File: src/rtl/ser_tx_dbuf.sv
module ser_tx_dbuf #(
  parameter int DW = 8
) (
  input  logic          clk,
  input  logic          rst_n,
  input  logic          baud_tick,
  input  logic          bus_sel,
  input  logic          bus_wr,
  input  logic          bus_rd,
  input  logic [1:0]    bus_addr,
  input  logic [DW-1:0] bus_wdata,
  output logic [DW-1:0] bus_rdata,
  output logic          tx_out,
  output logic          irq
);
  localparam int FW = DW + 3;
  localparam int CW = $clog2(FW + 1);
  localparam logic [CW-1:0] LEN_STD  = CW'(DW + 2);
  localparam logic [CW-1:0] LEN_NINE = CW'(DW + 3);
  localparam logic [CW-1:0] ONE      = CW'(1);

  logic          txen, brk, nine, bit8;
  logic          ie_empty, ie_done;
  logic          empty, done, stat_rd;
  logic          pre_pend, brk_tail, busy;
  logic [DW-1:0] dreg;
  logic [FW-1:0] sh;
  logic [CW-1:0] bcnt;

  wire wr_ctrl = bus_sel & bus_wr & (bus_addr == 2'd0);
  wire wr_ien  = bus_sel & bus_wr & (bus_addr == 2'd1);
  wire rd_stat = bus_sel & bus_rd & (bus_addr == 2'd2);
  wire wr_data = bus_sel & bus_wr & (bus_addr == 2'd3);

  wire            slot = baud_tick & (~busy | (bcnt == ONE));
  wire [CW-1:0]   flen = nine ? LEN_NINE : LEN_STD;

  always_ff @(posedge clk) begin
    if (!rst_n) begin
      txen     <= 1'b0;
      brk      <= 1'b0;
      nine     <= 1'b0;
      bit8     <= 1'b0;
      ie_empty <= 1'b0;
      ie_done  <= 1'b0;
      empty    <= 1'b1;
      done     <= 1'b1;
      stat_rd  <= 1'b0;
      pre_pend <= 1'b0;
      brk_tail <= 1'b0;
      busy     <= 1'b0;
      dreg     <= '0;
      sh       <= '1;
      bcnt     <= '0;
    end else begin
      if (wr_ctrl) begin
        txen <= bus_wdata[0];
        brk  <= bus_wdata[1];
        nine <= bus_wdata[2];
        bit8 <= bus_wdata[3];
      end
      if (wr_ien) begin
        ie_empty <= bus_wdata[0];
        ie_done  <= bus_wdata[1];
      end

      if (baud_tick && busy && bcnt != ONE) begin
        sh   <= {1'b1, sh[FW-1:1]};
        bcnt <= bcnt - ONE;
      end

      if (slot) begin
        if (!txen) begin
          busy     <= 1'b0;
          pre_pend <= 1'b0;
          brk_tail <= 1'b0;
          if (busy) done <= 1'b1;
        end else if (pre_pend) begin
          busy     <= 1'b1;
          sh       <= '1;
          bcnt     <= flen;
          pre_pend <= 1'b0;
        end else if (brk) begin
          busy     <= 1'b1;
          sh       <= '0;
          bcnt     <= flen;
          brk_tail <= 1'b1;
        end else if (brk_tail) begin
          busy     <= 1'b1;
          sh       <= '1;
          bcnt     <= ONE;
          brk_tail <= 1'b0;
        end else if (!empty) begin
          busy  <= 1'b1;
          sh    <= {1'b1, nine ? bit8 : 1'b1, dreg, 1'b0};
          bcnt  <= flen;
          empty <= 1'b1;
        end else begin
          busy <= 1'b0;
          if (busy) done <= 1'b1;
        end
      end

      if (wr_ctrl && bus_wdata[0] && !txen) pre_pend <= 1'b1;

      if (rd_stat) stat_rd <= 1'b1;
      if (wr_data && txen) begin
        dreg    <= bus_wdata;
        empty   <= 1'b0;
        stat_rd <= 1'b0;
        if (stat_rd) done <= 1'b0;
      end
    end
  end

  always_comb begin
    case (bus_addr)
      2'd0:    bus_rdata = {{(DW-4){1'b0}}, bit8, nine, brk, txen};
      2'd1:    bus_rdata = {{(DW-2){1'b0}}, ie_done, ie_empty};
      2'd2:    bus_rdata = {{(DW-2){1'b0}}, done, empty};
      default: bus_rdata = dreg;
    endcase
  end

  assign tx_out = busy ? sh[0] : 1'b1;
  assign irq    = (empty & ie_empty) | (done & ie_done);

endmodule

File: config.mk
export PLATFORM = sky130hd
export DESIGN_NAME = ser_tx_dbuf
export DESIGN_NICKNAME = d
export VERILOG_FILES = /design/src/rtl/ser_tx_dbuf.sv
export SDC_FILE = /design/constraint.sdc
export NUM_CORES = 1
export LEC_CHECK = 0
export ABC_CLOCK_PERIOD_IN_PS = 2500
export BUFFER_PORTS_ARGS = -buffer_cell sky130_fd_sc_hd__buf_2
export CAP_MARGIN = 30
export CORE_ASPECT_RATIO = 0.7
export CORE_MARGIN = 1
export CORE_UTILIZATION = 50
export CTS_BUF_LIST = sky130_fd_sc_hd__clkbuf_16
export DETAILED_ROUTE_END_ITERATION = 7
export PLACE_DENSITY = 0.71
export SKIP_LAST_GASP = 1
export SLEW_MARGIN = 25
export SYNTH_ARGS = -nofsm -noshare
export SYNTH_HDL_FRONTEND = slang
export SYNTH_SLANG_ARGS = --single-unit
File: constraint.sdc
create_clock -name clk -period 2.5 [get_ports clk]
set_input_delay 0.375 -clock clk [delete_from_list [all_inputs] [get_ports clk]]
set_output_delay 0.375 -clock clk [all_outputs]
set_load 0.01 [all_outputs]
==> metrics <==
Min-Delay Path Class primary input to register; GPL Wtd Cong 0.803; drt pass-1 iters 7; sequential-to-total area share from yosys stat 38.2%; status finished clean; logic gate share of total power 5.1%; die footprint 3920 um^2; WL/cell 15.0 um; Via density 5.93; hpwl dp 3000 um; FMAX 530 MHz; post-CTS setup buffers 0; clock power share 48.4%; post-synth cell types 45; Main synth FF type dfxtp_1; largest net degree at the start of global routing 26; Longest Clk Path Bufs 2; post-route ant nets 0; Pins Over Slew Limit 0; flop and latch count out of synthesis 35; Slew @ Worst Pin 0.833 ns; Mapped Area 1830 um^2; GRT Residual Overflow 0; Critical Path RT 2.70 ns; I/O pins 26; CTS buffer count 5; row cnt 17; diode count 0; warnings from Yosys 0; # clock sinks 35; asr flop ratio synth 0%; CP Capture Type register; # H-tree levels 2; layout net count 244; RSZ-0062 raised after global routing false; Sw Share 22.3%; Startpoint Class register; crit path max fanout 12; total track usage 24.1%; top cells by count, synth dfxtp_1, mux2i_1, nor2_1; crit share post-route 75.5%; Worst VDD drop 0.453 mV; cell-internal power 0.945 mW; Final Hold Viols 0; setup_tns 0 ns; top-count cell post-synth dfxtp_1; final setup fails 0; synth top area cells dfxtp_1, mux2i_1, o21ai_0, nor2_1, a21oi_1; area share of the largest cell type after synthesis 38.2%; root buf cell clkbuf_16; Worst EP arrival 2.09 ns; share of cells above drive strength 1 18.1%; Die Wd 74.4 um; Power Dens Cells 582 nW/um^2; TritonCTS clock tree yes; area grow syn2layout 13.9%; initial core utilization 55.2%; Post-CTS Hold Fix Bufs 0; DRC viols 0; Core Area 3320 um^2; syn_nets 224; leakage 0.869 nW; average size of a mapped cell 8.90 um^2; DRT iter0 DRCs 106; Flop pwr share 46.5%; Max Cap Viol 0; Tmin final 1.89 ns; clk_lat worst skew 0.28 ns; post-cts resize count 0; Setup CP Type register to register; Power Total 1.22 mW; total wire length 4120 um; Layout Skew 0.00284 ns; number of synthesized flops with an enable pin 0; first-pass GRT wire length 6800 um; cell taking the most area after synthesis dfxtp_1; via count 1,625; Die Y-Extent 52.7 um; Syn Inst Count 206; Switching Power 0.271 mW; Worst-path clk slew 0.05 ns; max_slew headroom 44.4%; Port Buf Inserts 25; initial antenna violation count 0; vias in the first global route 1,406
==> final cells by class <==
cell class	count	area [um^2]
Tap cell	47	58.8
Timing Repair Buffer	26	133
Clock buffer	5	125
Sequential cell	35	701
Multi-Input combinational cell	145	1010
Inverter	13	48.8
Fill cell	302	1230
Clock inverter	3	11.3
==> placed cells by master, fill, tap and decap left out, types with 2 or more instances in the layout <==
cell type	synthesis	routed
a21oi_2	2	2
mux4_2	2	2
nand2b_1	3	3
and3_1	6	6
clkinv_1	0	2
ha_1	2	2
a21oi_1	11	11
o221ai_1	2	2
nand4b_1	2	2
inv_1	13	14
buf_2	4	25
mux2i_1	25	25
o21a_1	2	2
a22oi_1	7	7
a32oi_1	2	2
clkbuf_16	0	5
nand2_1	11	11
o21ai_0	18	18
nor2_1	24	24
a22o_1	3	3
dfxtp_1	35	35
==> routing by layer <==
layer / global-route usage (%) / wire, um / part of all wire [%]
met1: 32.5 / 2040 / 50
met2: 36.3 / 1850 / 45
met3: 6.92 / 176 / 4.3
met4: 8.49 / 51 / 1.2
met5: 0 / 0 / 0
==> path summary, 6_finish.rpt <==
check | depth (start not counted) | endpoint | from | slack (ns)
worst max-delay path | 5 | sh[3]$_SDFF_PN1_ | bcnt[0]$_SDFF_PN0_ | 0.61
worst min-delay path | 3 | dreg[4]$_SDFFE_PN0P_ | bus_wdata[4] | 0.32
worst max register to register | 5 | sh[3]$_SDFF_PN1_ | bcnt[0]$_SDFF_PN0_ | 0.61
worst min register to register | 2 | done$_SDFF_PN1_ | stat_rd$_SDFFE_PP0P_ | 0.49
==> power by group through the flow <==
stage / Clock, mW / Sequential [mW] / Combinational (mW)
global placement: 0 / 0.577 / 0.0596
detailed placement: 0 / 0.577 / 0.0616
floorplan: 0 / 0.575 / 0.0396
CTS: 0.590 / 0.566 / 0.0618
finish: 0.588 / 0.566 / 0.0619
global route: 0.621 / 0.566 / 0.0685
==> sequential cells by signal, indices dropped and copies added, names as in the netlist <==
signal	cells
stat_rd	1
ie_done	1
brk_tail	1
empty	1
bit8	1
nine	1
bcnt	4
busy	1
txen	1
brk	1
ie_empty	1
pre_pend	1
done	1
sh	11
dreg	8
==> cell families (layout without fill, tap and decap cells) <==
family | after synthesis | after routing | synth area share (%)
simple gates | 59 | 59 | 17.2
compound gates | 54 | 54 | 18.9
flops | 35 | 35 | 38.2
mux | 28 | 28 | 16.7
buf+inv | 26 | 47 | 6.62
fa+ha+maj | 2 | 2 | 1.36
xor+xnor | 2 | 2 | 0.956
==> worst max-delay path, stage by stage, from the launching register on <==
cell and delay [ns]:
dfxtp_1 0.39, ha_1 0.21, or3b_4 0.40, a21oi_2 0.44, a21oi_1 0.13, a22oi_1 0.23
==> per-stage QoR <==
stage	hold WS, ns	instances	area [um^2]	util, %	setup slack (ns)
after floorplan	0.449	206	1830	-	0.907
after detailed placement	0.480	266	1950	58.8	0.643
after global placement	0.465	266	1950	58.8	0.722
after CTS	0.325	274	2090	62.9	0.624
final	0.322	274	2090	62.9	0.614
after global routing	0.362	274	2090	62.9	0.427
No activity file was read; power rests on OpenSTA's default activity.
